[config.mk]
export PLATFORM = sky130hd
export DESIGN_NAME = pcrc_update
export DESIGN_NICKNAME = d
export VERILOG_FILES = /design/src/rtl/pcrc_pkg.sv /design/src/rtl/pcrc_update.sv
export SDC_FILE = /design/constraint.sdc
export NUM_CORES = 1
export LEC_CHECK = 0
export ABC_AREA = 0
export BUFFER_PORTS_ARGS = -buffer_cell sky130_fd_sc_hd__buf_2
export CELL_PAD_IN_SITES_DETAIL_PLACEMENT = 1
export CELL_PAD_IN_SITES_GLOBAL_PLACEMENT = 2
export CORE_MARGIN = 2
export CORE_UTILIZATION = 24
export DETAILED_ROUTE_END_ITERATION = 16
export PLACE_DENSITY_LB_ADDON = 0.1
export SETUP_SLACK_MARGIN = 0.1
export SYNTH_ARGS = -nofsm -noshare
export SYNTH_HDL_FRONTEND = slang
export SYNTH_SLANG_ARGS = --single-unit
[constraint.sdc]
create_clock -name vclk -period 2.2
set_clock_uncertainty 0.2 [all_clocks]
set_input_delay 0.44 -clock vclk [all_inputs]
set_output_delay 0.44 -clock vclk [all_outputs]
set_load 0.02 [all_outputs]
[src/rtl/pcrc_pkg.sv]
package pcrc_pkg;
  localparam int MAX_M = 24;

  typedef enum logic [2:0] {
    CRC6, CRC11, CRC16, CRC24A, CRC24B, CRC24C
  } crc_kind_e;

  function automatic int poly_len(crc_kind_e k);
    case (k)
      CRC6:    return 6;
      CRC11:   return 11;
      CRC16:   return 16;
      default: return 24;
    endcase
  endfunction

  function automatic logic [MAX_M-1:0] poly_bits(crc_kind_e k);
    case (k)
      CRC6:    return 24'h000021;
      CRC11:   return 24'h000621;
      CRC16:   return 24'h001021;
      CRC24A:  return 24'h864CFB;
      CRC24B:  return 24'h800063;
      default: return 24'hB2B117;
    endcase
  endfunction

  function automatic logic [MAX_M-1:0] len_mask(int m);
    return MAX_M'((25'(1) << m) - 25'(1));
  endfunction

  // Bit-serial absorption of w data bits (data[w-1] first) into an m-bit remainder.
  function automatic logic [MAX_M-1:0] absorb(logic [MAX_M-1:0] rem, logic [MAX_M-1:0] data,
                                              int w, int m, logic [MAX_M-1:0] poly);
    logic [MAX_M-1:0] r;
    logic fb;
    r = rem;
    for (int i = MAX_M - 1; i >= 0; i--) begin
      if (i < w) begin
        fb = data[i] ^ r[m-1];
        r  = (r << 1) & len_mask(m);
        if (fb) r = r ^ poly;
      end
    end
    return r;
  endfunction
endpackage

[src/rtl/pcrc_update.sv]
module pcrc_update #(
  parameter int M = 24,
  parameter int W = 8,
  parameter logic [23:0] POLY = 24'hB2B117
) (
  input  logic [M-1:0] state,
  input  logic [W-1:0] word,
  output logic [M-1:0] next
);
  logic [M-1:0] s_term [M];
  logic [M-1:0] d_term [W];

  // Columns of the W-step transition matrix, one per state bit.
  for (genvar j = 0; j < M; j++) begin : g_scol
    localparam logic [23:0] COL = pcrc_pkg::absorb(24'(1) << j, 24'(0), W, M, POLY);
    assign s_term[j] = state[j] ? COL[M-1:0] : '0;
  end

  // Columns driven by each incoming data bit.
  for (genvar i = 0; i < W; i++) begin : g_dcol
    localparam logic [23:0] COL = pcrc_pkg::absorb(24'(0), 24'(1) << i, W, M, POLY);
    assign d_term[i] = word[i] ? COL[M-1:0] : '0;
  end

  always_comb begin
    logic [M-1:0] acc;
    acc = '0;
    for (int j = 0; j < M; j++) acc = acc ^ s_term[j];
    for (int i = 0; i < W; i++) acc = acc ^ d_term[i];
    next = acc;
  end
endmodule

# [Word level (Yosys, flattened, before mapping)]
# Cells that the tools add are included.
# W data, S select, Z words.
[totals] regBits=0 out_inout_bits=24 wordCells=63
[op_classes] n_mux=32 bitwise=31
[ops] operator="$mux W24" count=9
[ops] operator="$xor A24 B24 Y24" count=8
[ops] operator="$mux W23" count=5
[ops] operator="$xor A24 B23 Y24" count=4
[ops] operator="$mux W22" count=3
[ops] operator="$mux W21" count=3
[ops] operator="$xor A24 B21 Y24" count=2
[ops] operator="$xor A24 B22 Y24" count=2
[ops] operator="$xor A23 B24 Y24" count=1
[ops] operator="$xor A22 B23 Y23" count=1
[ops] operator="$xor A21 B22 Y22" count=1
[ops] operator="$xor A20 B21 Y21" count=1
[ops] operator="$mux W20" count=1
[ops] operator="$xor A19 B20 Y20" count=1
[ops] operator="$mux W19" count=1
[ops] operator="$xor A18 B19 Y19" count=1
[ops] operator="$mux W18" count=1
[ops] operator="$xor A17 B18 Y18" count=1
[ops] operator="$mux W17" count=1
[ops] operator="$xor A16 B17 Y17" count=1
[ops] operator="$mux W16" count=1
[ops] operator="$xor A15 B16 Y16" count=1
[ops] operator="$mux W15" count=1
[ops] operator="$xor A14 B15 Y15" count=1
[ops] operator="11 further kinds" count=11

# [Longest topological paths before layout]
# Gate-level depths: netlist of the first run.
[depth] word_depth=32 mapped_depth=3 ltp_nobuf=3

# [Least setup slack after synthesis of the first run]
# OpenSTA, ideal clock, no wires.
[synth_timing] path_type="input to output" startpoint="in state[18]" endpoint="out next[10]" arrival_ns=1.716 t_required_ns=1.560 path_slack_ns=-0.156 cell_stages=3 path_cell_list="xnor2_4 -> xnor3_1 -> xor3_1"
[synth_via] elab_chain_cells=15
[synth_rtl] element="start, declared" line_no="pcrc_update.sv:6" source="input logic [M-1:0] state,"
[synth_rtl] element="$mux W21" line_no="pcrc_update.sv:16" source="assign s_term[j] = state[j] ? COL[M-1:0] : '0;"
[synth_rtl] element="$xor A24 B21 Y24" line_no="pcrc_update.sv:28" source="for (int j = 0; j < M; j++) acc = acc ^ s_term[j];"
[synth_rtl] element="$xor A24 B22 Y24" line_no="pcrc_update.sv:28"
[synth_rtl] element="$xor A24 B23 Y24" line_no="pcrc_update.sv:28"
[synth_rtl] element="$xor A24 B24 Y24" line_no="pcrc_update.sv:28"
[synth_rtl] element="$xor A24 B23 Y24" line_no="pcrc_update.sv:28"
[synth_rtl] element="$xor A24 B24 Y24" line_no="pcrc_update.sv:28"
[synth_rtl] element="$xor A24 B24 Y24 (2 in a row)" line_no="pcrc_update.sv:29" source="for (int i = 0; i < W; i++) acc = acc ^ d_term[i];"
[synth_rtl] element="$xor A24 B21 Y24" line_no="pcrc_update.sv:29"
[synth_rtl] element="$xor A24 B22 Y24" line_no="pcrc_update.sv:29"
[synth_rtl] element="$xor A24 B23 Y24" line_no="pcrc_update.sv:29"
[synth_rtl] element="$xor A24 B24 Y24" line_no="pcrc_update.sv:29"
[synth_rtl] element="$xor A24 B23 Y24" line_no="pcrc_update.sv:29"
[synth_rtl] element="$xor A24 B24 Y24" line_no="pcrc_update.sv:29"
[synth_rtl] element="end, declared" line_no="pcrc_update.sv:8" source="output logic [M-1:0] next"
# Every way passes these cells.

# [Worst setup path in the final report of the first run]
# Same ends and word-level chain as after synthesis.

==> results of run 1 <==
==> cell usage after synthesis <==
master / number
sky130_fd_sc_hd__xnor3_4: 2
sky130_fd_sc_hd__xnor3_1: 12
sky130_fd_sc_hd__xnor3_2: 1
sky130_fd_sc_hd__xor2_1: 7
sky130_fd_sc_hd__xor3_1: 2
sky130_fd_sc_hd__xnor2_4: 5
sky130_fd_sc_hd__xnor2_2: 4
sky130_fd_sc_hd__xor2_2: 1
sky130_fd_sc_hd__xnor2_1: 19
==> report_power, final <==
part / leakage (nW) / switching [W] / internal, W / total (W)
Sequential: 0 / 0 / 0 / 0
Combinational: 1.15 / 0.000712 / 0.00102 / 0.00174
Clock: 0 / 0 / 0 / 0
==> area by class of cell <==
cell class | count | share of cell area, %
repair buffers | 118 | 48.7
multi-input cells | 53 | 48.7
well taps | 46 | 2.56
==> per-layer routing <==
| layer | track usage [%] | share of wire, % |
|---|---|---|
| met1 | 14.6 | 35 |
| met2 | 27.3 | 62 |
| met3 | 1.07 | 3.4 |
| met4 | 0 | 0 |
| met5 | 0 | 0 |
==> stage by stage <==
stage,setup slack (ps),TNS (ps),instances,total power (W)
after floorplan,-114,-265,53,0.000806
after global placement,-257,-2910,183,0.00118
after detailed placement,-252,-3140,183,0.00119
after CTS,-199,-2050,202,0.00155
after global routing,-315,-4360,217,0.00182
final,-273,-3260,217,0.00174
==> kinds of logic after synthesis <==
group,share of synthesized area [%]
xor+xnor,100
==> tightest hold or removal path, delay by kind of cell <==
| family | cells | cell delay, ps |
|---|---|---|
| buffers and inverters | 2 | 190 |
| xor gates and xnor gates | 1 | 230 |
==> worst max path at each step <==
stage | from | slack [ps] | end | cells after the start
2_1_floorplan | state[18] | -110 | next[10] | 3
3_3_place_gp | state[18] | -260 | next[20] | 5
3_5_place_dp | state[18] | -250 | next[20] | 5
4_1_cts | word[1] | -200 | next[3] | 6
5_1_grt | state[18] | -310 | next[10] | 6
6_report | state[18] | -270 | next[10] | 6
==> repair_timing <==
item,4_1_cts,5_1_grt
cloned,0,0
hold buffers,0,0
pin swaps,20,26
resized for setup,86,43
buffers inserted,20,21
setup endpoints to repair,23,24
==> out/summary.md, run 1 <==
The run finished, with violations left. The final reports fail on setup timing. The run gives 0 as the initial antenna violation count. The starting density of the core was 25.0%. By area the synthesized netlist is led by sky130_fd_sc_hd__xnor3_1 (32%), sky130_fd_sc_hd__xnor2_1 (20%), sky130_fd_sc_hd__xnor2_4 (16%).

The smallest clock period supported by the final layout is computed as 2470 ps. The cell accounting for the most synthesized area is sky130_fd_sc_hd__xnor3_1. In the synthesized netlist, the number of instances is 53. Final hold analysis gives a worst-case slack of 1100 ps.

The logs give 0 for the final-report hold violation count and 0% for the register area share after synthesis. In the final routed layout, each cell accounts on average for 15.0 um. The finished cells cover 2250 um^2. The final max-slew violation count was 0; the number of filler cells placed in the layout was 356.

The post-layout worst setup margin was -273 ps; the count of input and output buffers was 56. Measured on the finished design, the core utilization comes to 66.8%. On the critical path, the stage with the largest delay is an instance of sky130_fd_sc_hd__xnor3_2. The class of the most critical setup path was in2out. At the end of the flow, the number of nets in the layout was 205. The path class of the tightest hold or removal check is in2out. The cell that appears most often on the critical path is sky130_fd_sc_hd__buf_6. The final route contains 851 vias.

The floorplan die area is 3990 um^2, and the core region area is 3360 um^2. For the final count of negative-setup-slack endpoints, the log shows 22. The kind of cell with the highest combined delay along the critical path is XOR/XNOR gates. The arrival time at the worst endpoint is 1830 ps, and the number of global-route vias before repair is 870.

For the cell area after synthesis, the log shows 841 um^2. The worst setup path is launched from an input pin. The tools report the count of TritonRoute iterations in the first routing pass as 3. The number of antenna diodes in the final layout is 0. The endpoint kind of the worst setup timing path was a primary output.

The first global-routing pass estimated 4.14 mm of wire. Timing would allow up to 0.404 GHz. For the worst setup path, the data required time is 1560 ps.

Registers take 0 um^2. For the leakage power summed over all cells, the log shows 1.15 nW. The floorplan has 21 rows.

Measured along the x axis, the die boundary spans 63.2 um. Last weighted congestion value of the routability-driven placer: 0.659. At the pin with the least slew margin, the transition time is 258 ps.

The floorplan step set the die height to 63.2 um. The run gives 85 as the synthesized netlist net count. The top cell types in the final layout, fill and taps aside, are sky130_fd_sc_hd__buf_6 (49), sky130_fd_sc_hd__buf_4 (41), sky130_fd_sc_hd__buf_2 (19), sky130_fd_sc_hd__xnor2_4 (13), sky130_fd_sc_hd__xnor2_2 (10).

Cells with a size suffix above 1 make up 91.8% of the layout. Together, buffers and inverters on the worst path number 3. After layout, the worst path uses 112% of the clock period. The worst hold path terminates at next[20]. Entering global routing, the biggest net connects 6 pins. The number of nets with antenna violations after detailed routing was 0.

The detailed router's first-iteration violation count came out at 15. Across the VDD grid, the largest voltage drop is 0.339 mV. Max-cap violations in this run came to 0. The tools report the number of top-level design ports as 56. The aggregate global routing overflow was 0. The mean instance size in the synthesized netlist is 15.9 um^2, and the sequential cell count of the final layout is 0. Summed over all layers, the routed wires come to 3.25 mm.

In the routed layout, each cell is associated on average with a via count of 3.92. Setup repair after global routing could not meet its margin everywhere. The worst hold path begins at state[12]. The number of different library cells used by synthesis comes to 9. For the final routed DRC violation total, the log shows 0.

The aggregate global-route resource usage is 12.9%, and the number of cells on the worst hold path is 3. Summing all multi-input logic gate instances after layout gives 1090 um^2. After layout, the clock buffer instance count stands at 0. The placed instances occupy a cell area of 1460 um^2.

Measured against its own limit, the worst slew margin works out to 82.7%. Of the post-synthesis cell area, the dominant cell type holds 32.1%. The warning count from the yosys run was 0.

The library cell used most frequently in the layout, excluding fill and tap cells, is sky130_fd_sc_hd__buf_6. The power density of the placed cells came out at 773 nW/um^2. For this run, the slowest stage of the critical path takes 440 ps.

The maximum fanout along the worst path was 2. From synthesis to final layout, the design area changed by 167%. After legalization and detailed placement, the total HPWL measured 1.84 mm. The critical path goes through buf_8 > xnor2_4 > buf_6 > xnor3_2 > xor3_1 > buf_6.
Power figures use the tool's default switching activity.
==> run 2: changes to the inputs <==
--- a/config.mk
+++ b/config.mk
@@ -13,7 +13,6 @@
 export CORE_UTILIZATION = 24
 export DETAILED_ROUTE_END_ITERATION = 16
 export PLACE_DENSITY_LB_ADDON = 0.1
-export SETUP_SLACK_MARGIN = 0.1
 export SYNTH_ARGS = -nofsm -noshare
 export SYNTH_HDL_FRONTEND = slang
 export SYNTH_SLANG_ARGS = --single-unit
==> run 2 against run 1 <==
  * The run still ends with setup timing left
  * Power decreased by 4.0%
  * Final area is 4.2% lower
  * Global-route usage increased by 0.20 points
  * First-iteration DRC count fell by 53%
  * Sequential share of layout area did not move
  * Hold slack worse by 6.5 ps
  * Setup slack gained 100 ps
  * Cell count down 6.0%
  * Combinational power fell by 4%
  * Utilization decreased by 2.8 points
  * Critical endpoint is now next[12]
  * Largest cell class is now multi-input combinational cells
==> out/summary.md, run 2 (synthesized netlist as in run 1, its figures left out) <==
For the starting density of the core, the log shows 25.0% (unchanged). The endpoint kind of the worst setup timing path is a primary output. The maximum fanout along the worst path was 4 (+2); the final count of negative-setup-slack endpoints was 17 (-23%). For the fmax, the log shows 0.422 GHz (+4.3%). The checks that failed: setup timing. The tools report the worst-case hold path end point as next[11]. The run gives 21 (unchanged) as the row count. In this run the most critical hold path is launched from state[3].

For the sum of negative setup slack, the log shows -1640 ps (+1620 ps). The number of global-route vias before repair was 907 (+4.3%); the number of top-level design ports was 56 (unchanged). Post-detailed-routing wire length: 2.79 mm (-14%).

The run gives 340 (-4.5%) as the number of filler cells placed in the layout. The count of input and output buffers was 56 (unchanged); the last weighted congestion value of the routability-driven placer was 0.640 (-2.9%). The library cells used most frequently in the layout, excluding fill and tap cells, are sky130_fd_sc_hd__buf_6 (42), sky130_fd_sc_hd__buf_4 (34), sky130_fd_sc_hd__buf_2 (19), sky130_fd_sc_hd__xnor2_4 (13).

Setup repair after global routing could not meet its margin everywhere. The run gives 192 (-6.3%) as the number of nets at the end of the flow. Aggregate global-route resource usage: 13.1% (+0.20 points).

The post-cts hold buffer count was 0 (unchanged); the number of vias per cell after detailed routing was 3.86 (-1.6%). The core region area is 3360 um^2 (unchanged), and the final period utilization is 108% (-4.6 points). The largest stage delay on the critical path came out at 490 ps (+50 ps). The logs give 0 (unchanged) for the number of nets with antenna violations after detailed routing and 0 (unchanged) for the final routed DRC violation total. The final critical path time including I/O delays and setup came out at 2370 ps (-101 ps). The critical path buffer and inverter count is 2 (-1), and the share of post-route cells with drive strength above 1 is 88.6% (-3.2 points). The logs give 1100 ps (-6.47 ps) for the final-layout worst hold slack and 1.84 mm (-0.25%) for the total half-perimeter wirelength after legalization and detailed placement. The run gives 0 (unchanged) as the sequential cell count of the final layout. The tools report the count of TritonRoute iterations in the first routing pass as 2 (-1).

The most frequent standard cell in the layout excluding fill and tap cells is sky130_fd_sc_hd__buf_6. The die boundary height works out to 63.2 um (unchanged). For the antenna diode count, the log shows 0 (unchanged). The tools report the pin count of the biggest net entering global routing as 6 (unchanged). The aggregate global routing overflow came out at 0 (unchanged). The horizontal extent of the die works out to 63.2 um (unchanged). The number of cells on the worst hold path was 3 (unchanged).

The floorplan die area was 3990 um^2 (unchanged); the final-report hold violation count was 0 (unchanged). The count of clock buffers in the final design is 0 (unchanged), and the area added between synthesis and finish is 156%. The final max-slew violation count was 0 (unchanged). Worst hold path class: in2out. The leakage power summed over all cells was 1.09 nW (-5.4%); the reported max-cap violation count was 0 (unchanged). STA classifies the critical path startpoint as an input pin. The mean routed wirelength per cell came out at 13.7 um (-8.4%). The run gives 7 (-8) as the detailed router's first-iteration violation count. The critical path goes through buf_4 > xnor2_4 > xnor3_2 > xnor3_4 > buf_6. The flow ran to the end, but the final reports show violations. The tools report the arrival time at the worst endpoint as 1730 ps (-100 ps). The wire length of the first global-routing pass was 4.25 mm (+2.7%); the maximum vdd drop was 0.332 mV (-2.1%). Among all stages on the critical path, the largest delay is contributed by sky130_fd_sc_hd__xnor3_2. The power density of the placed cells came out at 774 nW/um^2 (+0.14%).

The initial antenna violation count was 0 (unchanged); the required time of the critical path was 1560 ps (about the same). The family of cells with the greatest summed delay on the critical path was XOR/XNOR gates. The worst setup path is of the in2out kind.

The tools report the post-layout worst setup margin as -172 ps (+101 ps). The worst relative slew slack was 82.7% (about the same); the slew at the pin with the worst max-slew slack was 259 ps (+1.25 ps). For the detailed-route via count, the log shows 787 (-7.5%).

The run gives 0 um^2 (unchanged) as the sequential cell area.
## run 2: cell count changes in the layout (fill, tap and decap cells not counted)
cell	before	now
sky130_fd_sc_hd__buf_12	1	2
sky130_fd_sc_hd__buf_4	41	34
sky130_fd_sc_hd__buf_6	49	42
sky130_fd_sc_hd__xnor3_1	6	10
sky130_fd_sc_hd__xnor3_2	7	3
sky130_fd_sc_hd__xor2_2	5	3
sky130_fd_sc_hd__xor2_4	1	3
## run 2: worst max path at each step
| stage | startpoint | endpoint | slack (ps) | cells past startpoint |
|---|---|---|---|---|
| after CTS | state[23] | next[23] | -180 | 7 |
| final | word[2] | next[12] | -170 | 5 |
| after global placement | state[18] | next[20] | -250 | 5 |
| after detailed placement | state[18] | next[20] | -260 | 5 |
| after global routing | word[2] | next[12] | -220 | 5 |
| after floorplan | state[17] | next[23] | -120 | 3 |
## run 2: per-stage QoR
step / setup WS [ps] / cell area, um^2 / std cells / utilization, % / power [W]
after floorplan: -119 / 845 / 53 / - / 0.000764
after global placement: -249 / 1400 / 184 / 41.6 / 0.00114
after detailed placement: -258 / 1400 / 184 / 41.6 / 0.00115
after CTS: -177 / 1880 / 197 / 56.0 / 0.00148
after global routing: -221 / 2150 / 204 / 64.0 / 0.00175
final: -172 / 2150 / 204 / 64.0 / 0.00167
## run 2: final cells by class
type	count	area [um^2]	area share [%]
multi-input cells	53	1110	51.6
repair buffers	105	983	45.7
well taps	46	57.6	2.67
## run 2: power by group
| group | switching (W) | internal (W) |
|---|---|---|
| clock network | 0 | 0 |
| registers | 0 | 0 |
| logic | 0.000694 | 0.000971 |
| total | 0.000694 | 0.000971 |
## run 2: per-layer routing
layer	wire length, um	track usage, %	up-vias	part of all wire (%)
met3	99	0.893	0	3.5
met2	1660	27.1	25	59
li1	-	-	385	-
met1	1030	15.4	377	37
met4	0	0	0	0
met5	0	0	-	0
## run 2: what timing repair did
action | in CTS | in global routing
setup endpoints to repair | 22 | 23
pin swaps | 18 | 15
setup buffers | 14 | 11
gates resized for setup | 80 | 44
